**src/rtl/hdm_route_pkg.sv**
```systemverilog
package hdm_route_pkg;
  // Base and size are kept in units of 2^UNIT_LSB bytes (256 MiB)
  localparam int UNIT_LSB  = 28;
  localparam int MAX_WAYS  = 4;
  localparam int WAYSEL_W  = 2;
  localparam int GRAN_LSB  = 8;   // code 0 means 256 bytes
  localparam int GRAN_MAX  = 6;
  localparam int WCODE_MAX = 2;   // 0:1 way, 1:2 ways, 2:4 ways

  typedef enum logic [2:0] {
    FLD_BASE   = 3'd0,
    FLD_SIZE   = 3'd1,
    FLD_CTRL   = 3'd2,
    FLD_TGT    = 3'd3,
    FLD_COMMIT = 3'd4
  } cfg_field_e;
endpackage

```
**src/rtl/hdm_entry_regs.sv**
```systemverilog
module hdm_entry_regs
  import hdm_route_pkg::*;
#(
  parameter int ADDR_W = 40,
  parameter int PORT_W = 2,
  localparam int UNIT_W = ADDR_W - UNIT_LSB,
  localparam int TGT_W  = MAX_WAYS * PORT_W
) (
  input  logic              clk,
  input  logic              rst_n,
  input  logic              wr_sel,
  input  logic [2:0]        wr_field,
  input  logic [ADDR_W-1:0] wr_data,
  output logic [UNIT_W-1:0] base_u,
  output logic [UNIT_W-1:0] size_u,
  output logic [1:0]        ways_c,
  output logic [2:0]        gran_c,
  output logic [1:0]        up_c,
  output logic [TGT_W-1:0]  tgt,
  output logic              commit,
  output logic              reject
);
  logic [UNIT_W-1:0] base_n, size_n;
  logic [1:0]        ways_n, up_n;
  logic [2:0]        gran_n;
  logic [TGT_W-1:0]  tgt_n;
  logic              commit_n;
  logic              ctrl_ok;
  logic              unused_data;

  assign ctrl_ok = (wr_data[1:0] <= 2'(WCODE_MAX)) &&
                   (wr_data[4:2] <= 3'(GRAN_MAX)) &&
                   (wr_data[6:5] <= 2'(WCODE_MAX));
  assign reject  = wr_sel && (wr_field == FLD_CTRL) && !ctrl_ok;
  assign unused_data = ^wr_data;

  always_comb begin
    base_n   = base_u;
    size_n   = size_u;
    ways_n   = ways_c;
    gran_n   = gran_c;
    up_n     = up_c;
    tgt_n    = tgt;
    commit_n = commit;
    if (wr_sel) begin
      unique case (wr_field)
        FLD_BASE: begin
          base_n   = wr_data[ADDR_W-1:UNIT_LSB];
          commit_n = 1'b0;
        end
        FLD_SIZE: begin
          size_n   = wr_data[ADDR_W-1:UNIT_LSB];
          commit_n = 1'b0;
        end
        FLD_CTRL: begin
          if (ctrl_ok) begin
            ways_n   = wr_data[1:0];
            gran_n   = wr_data[4:2];
            up_n     = wr_data[6:5];
            commit_n = 1'b0;
          end
        end
        FLD_TGT:    tgt_n    = wr_data[TGT_W-1:0];
        FLD_COMMIT: commit_n = wr_data[0];
        default: ;
      endcase
    end
  end

  always_ff @(posedge clk or negedge rst_n) begin
    if (!rst_n) begin
      base_u <= '0;
      size_u <= '0;
      ways_c <= '0;
      gran_c <= '0;
      up_c   <= '0;
      tgt    <= '0;
      commit <= 1'b0;
    end else if (wr_sel) begin
      base_u <= base_n;
      size_u <= size_n;
      ways_c <= ways_n;
      gran_c <= gran_n;
      up_c   <= up_n;
      tgt    <= tgt_n;
      commit <= commit_n;
    end
  end
endmodule

```
**src/rtl/hdm_entry_match.sv**
```systemverilog
module hdm_entry_match
  import hdm_route_pkg::*;
#(
  parameter int ADDR_W = 40,
  parameter int PORT_W = 2,
  localparam int UNIT_W = ADDR_W - UNIT_LSB,
  localparam int TGT_W  = MAX_WAYS * PORT_W
) (
  input  logic [ADDR_W-1:0] addr,
  input  logic [UNIT_W-1:0] base_u,
  input  logic [UNIT_W-1:0] size_u,
  input  logic [1:0]        ways_c,
  input  logic [2:0]        gran_c,
  input  logic [1:0]        up_c,
  input  logic [TGT_W-1:0]  tgt,
  input  logic              commit,
  output logic              hit,
  output logic [PORT_W-1:0] port
);
  logic [UNIT_W-1:0]   addr_u;
  logic [UNIT_W-1:0]   off_u;
  logic [4:0]          sel_lsb;
  logic [UNIT_LSB-1:0] low_shift;
  logic [WAYSEL_W-1:0] way_mask;
  logic [WAYSEL_W-1:0] slot;

  // Base is unit-aligned, so the offset's low bits equal the address's low bits
  assign addr_u    = addr[ADDR_W-1:UNIT_LSB];
  assign off_u     = addr_u - base_u;
  assign hit       = commit && (addr_u >= base_u) && (off_u < size_u);
  assign sel_lsb   = 5'(GRAN_LSB) + 5'(gran_c) + 5'(up_c);
  assign low_shift = addr[UNIT_LSB-1:0] >> sel_lsb;

  always_comb begin
    unique case (ways_c)
      2'd1:    way_mask = 2'b01;
      2'd2:    way_mask = 2'b11;
      default: way_mask = 2'b00;
    endcase
  end

  assign slot = low_shift[WAYSEL_W-1:0] & way_mask;
  assign port = tgt[slot*PORT_W +: PORT_W];
endmodule

```
**src/rtl/hdm_pick_first.sv**
```systemverilog
module hdm_pick_first #(
  parameter int N_ENTRIES = 8,
  parameter int PORT_W    = 2,
  localparam int ENT_W    = (N_ENTRIES > 1) ? $clog2(N_ENTRIES) : 1
) (
  input  logic [N_ENTRIES-1:0]        hits,
  input  logic [N_ENTRIES*PORT_W-1:0] ports,
  output logic                        any_hit,
  output logic [ENT_W-1:0]            win_ent,
  output logic [PORT_W-1:0]           win_port
);
  always_comb begin
    any_hit  = 1'b0;
    win_ent  = '0;
    win_port = '0;
    for (int i = N_ENTRIES - 1; i >= 0; i--) begin
      if (hits[i]) begin
        any_hit  = 1'b1;
        win_ent  = ENT_W'(i);
        win_port = ports[i*PORT_W +: PORT_W];
      end
    end
  end
endmodule

```
**src/rtl/hdm_route_decoder.sv**
```systemverilog
module hdm_route_decoder
  import hdm_route_pkg::*;
#(
  parameter int ADDR_W    = 40,
  parameter int PORT_W    = 2,
  parameter int N_ENTRIES = 8,
  localparam int ENT_W    = (N_ENTRIES > 1) ? $clog2(N_ENTRIES) : 1,
  localparam int UNIT_W   = ADDR_W - UNIT_LSB,
  localparam int TGT_W    = MAX_WAYS * PORT_W
) (
  input  logic              clk,
  input  logic              rst_n,
  input  logic              cfg_we,
  input  logic [ENT_W-1:0]  cfg_idx,
  input  logic [2:0]        cfg_field,
  input  logic [ADDR_W-1:0] cfg_wdata,
  output logic              cfg_err,
  input  logic              req_valid,
  output logic              req_ready,
  input  logic [ADDR_W-1:0] req_addr,
  output logic              rsp_valid,
  input  logic              rsp_ready,
  output logic              rsp_hit,
  output logic [PORT_W-1:0] rsp_port,
  output logic [ENT_W-1:0]  rsp_entry
);
  // Reset: asserted at once, released through two flops
  logic rst_s1, rst_ok;
  always_ff @(posedge clk or negedge rst_n) begin
    if (!rst_n) begin
      rst_s1 <= 1'b0;
      rst_ok <= 1'b0;
    end else begin
      rst_s1 <= 1'b1;
      rst_ok <= rst_s1;
    end
  end

  logic [N_ENTRIES-1:0]        hits;
  logic [N_ENTRIES-1:0]        rejects;
  logic [N_ENTRIES*PORT_W-1:0] ports;

  for (genvar e = 0; e < N_ENTRIES; e++) begin : g_ent
    logic [UNIT_W-1:0] base_u, size_u;
    logic [1:0]        ways_c, up_c;
    logic [2:0]        gran_c;
    logic [TGT_W-1:0]  tgt;
    logic              commit;
    logic              wr_sel;

    assign wr_sel = rst_ok && cfg_we && (cfg_idx == ENT_W'(e));

    hdm_entry_regs #(.ADDR_W(ADDR_W), .PORT_W(PORT_W)) u_regs (
      .clk      (clk),
      .rst_n    (rst_ok),
      .wr_sel   (wr_sel),
      .wr_field (cfg_field),
      .wr_data  (cfg_wdata),
      .base_u   (base_u),
      .size_u   (size_u),
      .ways_c   (ways_c),
      .gran_c   (gran_c),
      .up_c     (up_c),
      .tgt      (tgt),
      .commit   (commit),
      .reject   (rejects[e])
    );

    hdm_entry_match #(.ADDR_W(ADDR_W), .PORT_W(PORT_W)) u_match (
      .addr   (req_addr),
      .base_u (base_u),
      .size_u (size_u),
      .ways_c (ways_c),
      .gran_c (gran_c),
      .up_c   (up_c),
      .tgt    (tgt),
      .commit (commit),
      .hit    (hits[e]),
      .port   (ports[e*PORT_W +: PORT_W])
    );
  end

  logic              any_hit;
  logic [ENT_W-1:0]  win_ent;
  logic [PORT_W-1:0] win_port;

  hdm_pick_first #(.N_ENTRIES(N_ENTRIES), .PORT_W(PORT_W)) u_pick (
    .hits     (hits),
    .ports    (ports),
    .any_hit  (any_hit),
    .win_ent  (win_ent),
    .win_port (win_port)
  );

  // Response stage
  logic              accept, rsp_load;
  logic              valid_n, hit_n;
  logic [PORT_W-1:0] port_n;
  logic [ENT_W-1:0]  ent_n;
  logic              err_n;

  assign req_ready = rst_ok && (!rsp_valid || rsp_ready);
  assign accept    = req_valid && req_ready;
  assign rsp_load  = accept || (rsp_valid && rsp_ready);

  always_comb begin
    valid_n = accept;
    hit_n   = accept && any_hit;
    port_n  = (accept && any_hit) ? win_port : '0;
    ent_n   = (accept && any_hit) ? win_ent  : '0;
    err_n   = |rejects;
  end

  always_ff @(posedge clk or negedge rst_ok) begin
    if (!rst_ok) begin
      rsp_valid <= 1'b0;
      rsp_hit   <= 1'b0;
      rsp_port  <= '0;
      rsp_entry <= '0;
    end else if (rsp_load) begin
      rsp_valid <= valid_n;
      rsp_hit   <= hit_n;
      rsp_port  <= port_n;
      rsp_entry <= ent_n;
    end
  end

  always_ff @(posedge clk or negedge rst_ok) begin
    if (!rst_ok) cfg_err <= 1'b0;
    else         cfg_err <= err_n;
  end
endmodule

```
**config.mk**
```make
export PLATFORM = sky130hd
export DESIGN_NAME = hdm_route_decoder
export DESIGN_NICKNAME = d
export VERILOG_FILES = /design/src/rtl/hdm_route_pkg.sv /design/src/rtl/hdm_entry_regs.sv /design/src/rtl/hdm_entry_match.sv /design/src/rtl/hdm_pick_first.sv /design/src/rtl/hdm_route_decoder.sv
export SDC_FILE = /design/constraint.sdc
export NUM_CORES = 1
export LEC_CHECK = 0
export ABC_AREA = 1
export BUFFER_PORTS_ARGS = -buffer_cell sky130_fd_sc_hd__buf_4
export CAP_MARGIN = 5
export CELL_PAD_IN_SITES_DETAIL_PLACEMENT = 1
export CELL_PAD_IN_SITES_GLOBAL_PLACEMENT = 2
export CORE_MARGIN = 2
export CORE_UTILIZATION = 33
export DETAILED_ROUTE_END_ITERATION = 8
export PLACE_DENSITY_LB_ADDON = 0.05
export SYNTH_ARGS = -nofsm -noshare
export SYNTH_HDL_FRONTEND = slang
export SYNTH_SLANG_ARGS = --single-unit
```
**constraint.sdc**
```tcl
create_clock -name clk -period 9.6 [get_ports clk]
set_input_delay 0.48 -clock clk [delete_from_list [all_inputs] [get_ports clk]]
set_output_delay 0.48 -clock clk [all_outputs]
set_load 0.05 [all_outputs]
```
# Word-level counts from Yosys, hierarchy flattened
# Cells that the tools add are included.
[totals] output_inout_bits=9 regBits=330
[op_classes] shifts=16 muxes=36 n_reduce_logical=96 n_eq_ne=28 add_sub_neg=24 magnitude_cmp=19 n_bitwise=8
[op_table] cell=">> shifter 28 x 5 -> 2 bit" count=8
[op_table] cell="greater-or-equal comparator 12 bit" count=8
[op_table] cell="less-than comparator 12 bit" count=8
[op_table] cell="subtractor 12 bit" count=8
[op_table] cell="variable part select 8 x 4 -> 2 bit" count=8
[op_table] cell="AND reduction 2 bit" count=24
[op_table] cell="AND reduction 3 bit" count=16
[op_table] cell="logical AND 1 bit" count=47
[op_table] cell="adder 4 x 3 -> 5 bit, first input constant" count=8
[op_table] cell="adder 5 x 2 -> 5 bit" count=8
[op_table] cell="one-hot mux 2 bit (2 select lines)" count=8
[op_table] cell="two-way mux 3 bit" count=9
[op_table] cell="two-way mux 2 bit" count=9
[op_table] cell="bitwise AND 2 bit" count=8
[op_table] cell="== test 2 x 1 -> 1 bit, second input constant" count=8
[op_table] cell="== test 2 bit, second input constant" count=8
[op_table] cell="== test 3 bit, second input constant" count=5
[op_table] cell="== test 3 x 2 -> 1 bit, second input constant" count=4
[op_table] cell="two-way mux 1 bit" count=9
[op_table] cell="OR reduction 8 bit" count=1
[op_table] cell="== test 3 x 1 -> 1 bit, second input constant" count=2
[op_table] cell="zero test 3 bit" count=2
[op_table] cell="less-or-equal comparator 2 bit, second input constant" count=2
[op_table] cell="less-or-equal comparator 3 bit, second input constant" count=1
[op_table] cell="other kinds (6)" count=8

# Depth between registers and ports, before layout
[depth] ltp_word=14 depth_mapped=36 mapped_depth_nobuf=36

# By module
# A second synthesis with hierarchy kept.
[unflattened] hier_cells=3976 area_unflattened_um2=26887.0
[modules_own_cells] mod="hdm_entry_match (g_ent[1].u_match ...)" area_per_inst_um2=1657.8 cells_each=310 instances=5
[modules_own_cells] mod="hdm_entry_regs (g_ent[0].u_regs ...)" area_per_inst_um2=1615.3 cells_each=173 instances=5
[modules_own_cells] mod="hdm_entry_match (g_ent[0].u_match ...)" area_per_inst_um2=1666.6 cells_each=309 instances=2
[modules_own_cells] mod="hdm_entry_regs (g_ent[6].u_regs ...)" area_per_inst_um2=1610.3 cells_each=174 instances=2
[modules_own_cells] mod="hdm_entry_match (g_ent[7].u_match)" area_per_inst_um2=1670.4 cells_each=310 instances=1
[modules_own_cells] mod="hdm_entry_regs (g_ent[5].u_regs)" area_per_inst_um2=1584.0 cells_each=174 instances=1
[modules_own_cells] mod="hdm_route_decoder" area_per_inst_um2=469.2 cells_each=57 instances=1
[modules_own_cells] mod="hdm_pick_first" area_per_inst_um2=244.0 cells_each=54 instances=1

# Least setup slack after synthesis
# OpenSTA, ideal clock, no wires.
[synth_timing] kind="reg-to-reg" start="register rst_ok" end="register g_ent[4].u_regs.size_u[11]" arrival_time_ns=9.474 path_stages_with_launch=7 period_less_slack_ns=9.607 path_slack_ns=-0.007 path_cell_list="dfrtp_1 -> nand3_1 -> nor2_1 -> nand2_1 -> clkbuf_1 -> nand2_1 -> o21ai_0"
[synth_between] elab_chain_len=3
[synth_rtl] element="start, declared" line="hdm_route_decoder.sv:28" source="logic rst_s1, rst_ok;"
[synth_rtl] element="start signal, assigned" line="hdm_route_decoder.sv:35" source="rst_ok <= rst_s1;"
[synth_rtl] element="logical AND 1 bit (2 in series)" line="hdm_route_decoder.sv:51" source="assign wr_sel = rst_ok && cfg_we && (cfg_idx == ENT_W'(e));"
[synth_rtl] element="AND reduction 2 bit (no line)"
[synth_rtl] element="end signal, assigned" line="hdm_entry_regs.sv:81" source="size_u <= size_n;"
[synth_rtl] element="end, declared" line="hdm_entry_regs.sv:15" source="output logic [UNIT_W-1:0] size_u,"
# No other way between the ends.
# A chain may end at the register's enable or synchronous reset.

# Worst setup path in the final report
[layout_timing] start="register g_ent[7].u_regs.base_u[2]" end="register rsp_port[0]"
[layout_between] elab_chain_len=13 word_cells_on_any_way=23 cone_classes="1 x add/sub; 2 x order compare; 17 x mux; 3 x reduce/logical"
[layout_rtl] element="start, declared" line="hdm_entry_regs.sv:14" source="output logic [UNIT_W-1:0] base_u,"
[layout_rtl] element="start signal, assigned" line="hdm_entry_regs.sv:80" source="base_u <= base_n;"
[layout_rtl] element="subtractor 12 bit / greater-or-equal comparator 12 bit (equally long branches)" line="hdm_entry_match.sv:29, hdm_entry_match.sv:30"
[layout_rtl] element="less-than comparator 12 bit / logical AND 1 bit (equally long branches)" line="hdm_entry_match.sv:30" source="assign hit = commit && (addr_u >= base_u) && (off_u < size_u);"
[layout_rtl] element="logical AND 1 bit *" line="hdm_entry_match.sv:30"
[layout_rtl] element="two-way mux 1 bit (8 in series)" line="hdm_pick_first.sv:17" source="if (hits[i]) begin"
[layout_rtl] element="logical AND 1 bit" line="hdm_route_decoder.sv:109" source="port_n = (accept && any_hit) ? win_port : '0;"
[layout_rtl] element="two-way mux 2 bit *" line="hdm_route_decoder.sv:109"
[layout_rtl] element="end signal, assigned" line="hdm_route_decoder.sv:123" source="rsp_port <= port_n;"
[layout_rtl] element="end, declared" line="hdm_route_decoder.sv:24" source="output logic [PORT_W-1:0] rsp_port,"
# Mark *: on every way between the ends. The rest lies on a longest branch, timed or not.

==> flow_metrics.py <==
metrics = {
    "status": {
        "status": "finished, final reports clean",
    },
    "synthesis": {
        "synthFlopType": "dfrtp_1",
        "syn_area_mm2": 0.02431,
        "synth.distinct_cells": 54,
        "yosys.area.top_type_share_pct": 33.97,
        "ys_async_sr_fraction_pct": 100.0,
        "syn-num-nets": 3695,
        "ys_warn_count": 0,
        "synth_area_leaders": "dfrtp_1 34%, nand2_1 13%, ha_1 11%, o21ai_0 10%, inv_1 6.2%",
        "synth-edff-count": 0,
        "syn_inst": 3372,
        "synth_seq_cells": 330,
        "synth_top_area_cell": "dfrtp_1",
        "ys_seq_area_share_pct": 33.97,
        "avgSynthCellArea_um2": 7.209,
    },
    "floorplan": {
        "fp.dieW_um": 275.4,
        "rows": 99,
        "pin_count": 100,
        "core_area_mm2": 0.07296,
        "die_h_um": 275.4,
        "start_util_pct": 33.32,
        "dieArea_mm2": 0.07585,
    },
    "timing": {
        "maxSlewHeadroom_pct": 26.57,
        "fin_tns_setup_ps": 0,
        "setup_viol": 0,
        "hold_viol": 0,
        "skew_ps": 16.84,
        "period_minus_slack_ps": 4570,
        "worst_pin_slew_ps": 1100,
        "slew_violations": 0,
        "max_freq_ghz": 0.2188,
        "hold-worst-slack_ps": 102.4,
        "rsz0062_at_grt": "no",
        "post-route-period-util_pct": 47.60,
    },
    "drt": {
        "detail_route.vias_per_cell": 5.211,
        "wl_mm": 89.95,
        "first_iter_violations": 1313,
        "num_vias": 22600,
        "drtPass1Iterations": 4,
        "drc": 0,
        "wire_per_inst_um": 20.73,
        "ant_nets": 0,
    },
    "placement": {
        "port_buffers": 79,
        "gp_congestion": 0.8567,
        "dpl.hpwl_mm": 61.27,
    },
    "finish": {
        "layout-drive-gt1-share_pct": 5.949,
        "syn_to_final_growth_pct": 10.38,
        "final_common_cell": "nand2_1",
        "final_cell_mix": "831 x nand2_1, 502 x o21ai_0, 401 x inv_1, 329 x dfrtp_1, 228 x a21oi_1",
        "multi_input_area_mm2": 0.01361,
        "antennaDiodeCount": 0,
        "num-nets-final": 3672,
        "fillers": 9044,
        "seq_area_mm2": 0.008262,
    },
    "worst_hold_path": {
        "hold_class": "primary input to register",
        "worstHoldPathCells": 2,
        "hold_end": "rsp_valid$_DFFE_PN0P_",
        "min_from": "rsp_ready",
    },
    "grt": {
        "grt_max_degree": 160,
        "use_met3_pct": 2.227,
        "grt.met2_usage_pct": 44.76,
        "track_usage_pct": 24.00,
        "use_met1_pct": 28.74,
        "grt_pass1_wl_mm": 138.9,
        "gr-total-overflow": 0,
        "busiest_layer": "met2",
        "grt_antenna_before_repair": 4,
        "grt_pass1_vias": 23690,
    },
    "critical_path": {
        "worst-setup-path-type": "register to register",
        "start_kind": "register",
        "critPathArrivalTime_ps": 5040,
        "rrSetupSlack_ps": 5030,
        "cp.required_ps": 10070,
        "cp-end-kind": "register",
        "critPathMaxFanout": 4,
        "reg2reg_to": "rsp_port[0]$_DFFE_PN0P_",
        "r2r_cells": 27,
        "reg2reg_from": "g_ent[7].u_regs.base_u[2]$_DFFE_PN0P_",
    },
    "power": {
        "peakVddDrop_mv": 0.1243,
        "pwr_density_cell_mw_per_mm2": 163.2,
        "power_leakage_nw": 12.43,
    },
    "clock_network": {
        "tritoncts": "yes",
        "cts_made_buffers": 44,
        "cts.sinks": 330,
        "cts_root_buf": "clkbuf_16",
        "cts.clk_slew.worst_paths_ps": 60,
        "ctsHtreeMaxLevel": 2,
        "clock_latency_ps": 580,
        "clock_path_buffers": 3,
    },
    "run": {
        "cap_violations": 0,
    },
}
cells in the mapped netlist, types with 5 or more instances:
master	instances
nand2_2	7
o21ai_0	502
xor2_1	59
buf_2	52
nor3_1	8
inv_2	16
buf_6	13
inv_1	401
o221ai_1	16
dfrtp_1	330
nand4_1	16
buf_4	22
nand3_1	205
nor2_1	181
a221oi_1	5
ha_1	216
a21oi_1	228
fa_1	16
o2111ai_1	6
nand2_1	831
o21bai_1	19
a21o_1	10
clkbuf_1	73
a31oi_1	19
o21ai_1	36
o211ai_1	20
xnor2_1	21
power by group:
group	leakage, nW	internal (mW)	switching [mW]	total, mW
clock	0.711	1.02	0.657	1.67
combinational	7.21	0.407	0.746	1.15
sequential	4.51	1.49	0.0598	1.55
worst max-delay path, cell delays in order (launching register included):
cell,delay [ps]
dfrtp_1,340
inv_1,50
ha_1,330
nand2_1,70
nor2_1,90
a211oi_1,70
o21ai_0,270
nand3_1,120
nand2_1,110
a21oi_1,70
o21ai_0,270
a21oi_1,120
o21ai_0,200
xor2_1,120
ha_1,310
nand2_1,80
nor2_1,150
nand4_1,120
a21oi_1,180
nor2_1,80
nand3_1,210
o21ai_0,390
o21ai_0,340
o21ai_1,140
nand2_1,80
clkinv_1,50
nand2_1,50
nand2_1,40
sequential cells by signal, indices dropped and copies added (netlist names), 2 cells and up:
name / count
g_ent.u_regs.base_u: 96
g_ent.u_regs.size_u: 96
g_ent.u_regs.tgt: 64
g_ent.u_regs.gran_c: 24
g_ent.u_regs.up_c: 16
g_ent.u_regs.ways_c: 16
g_ent.u_regs.commit: 8
rsp_entry: 3
rsp_port: 2
layout make-up:
type / instances / area share (%)
multi-input combinational: 2458 / 50.72
timing repair buffer: 94 / 2.686
clock buffer: 63 / 4.705
tap: 959 / 4.472
inverter: 421 / 5.927
clock inverter: 13 / 0.6948
sequential: 330 / 30.79
worst max path at each step:
stage	slack (ps)	to	from
finish	5030	rsp_port[0]$_DFFE_PN0P_	g_ent[7].u_regs.base_u[2]$_DFFE_PN0P_
global route	4400	rsp_port[0]$_DFFE_PN0P_	g_ent[7].u_regs.base_u[2]$_DFFE_PN0P_
CTS	4900	rsp_port[1]$_DFFE_PN0P_	g_ent[5].u_regs.base_u[2]$_DFFE_PN0P_
detailed placement	4350	rsp_port[0]$_DFFE_PN0P_	req_addr[28]
global placement	4420	rsp_port[1]$_DFFE_PN0P_	req_addr[28]
floorplan	3590	rsp_port[0]$_DFFE_PN0P_	rst_ok$_DFF_PN0_
cell families after synthesis:
logic type	synth area share, %
flops	33.97
fa+ha+maj	12.44
compound gates	19.46
xor+xnor	2.883
simple gates	21.15
other cells	0.01543
buf+inv	10.08
metal layers:
layer	wire length (um)	up-vias
met5	0	-
met4	3051	0
met3	2420	147
met2	46050	328
met1	38430	11080
li1	-	11050
stage by stage:
stage | area, um^2 | instances | total power, mW | setup slack [ps] | util [%]
floorplan | 24310 | 3372 | 2.398 | 3589 | -
global placement | 25370 | 4261 | 2.686 | 4421 | 34.78
detailed placement | 25370 | 4261 | 2.740 | 4347 | 34.78
CTS | 26830 | 4338 | 4.448 | 4898 | 36.78
global route | 26830 | 4338 | 4.684 | 4401 | 36.78
finish | 26830 | 4338 | 4.378 | 5030 | 36.78
repair_timing:
item	in CTS	in global routing
endpoints found under the hold margin	2	0
hold buffers	1	0
gates resized for setup	0	0
setup buffers	0	0
Note: power is estimated with default switching activity, not from simulation.
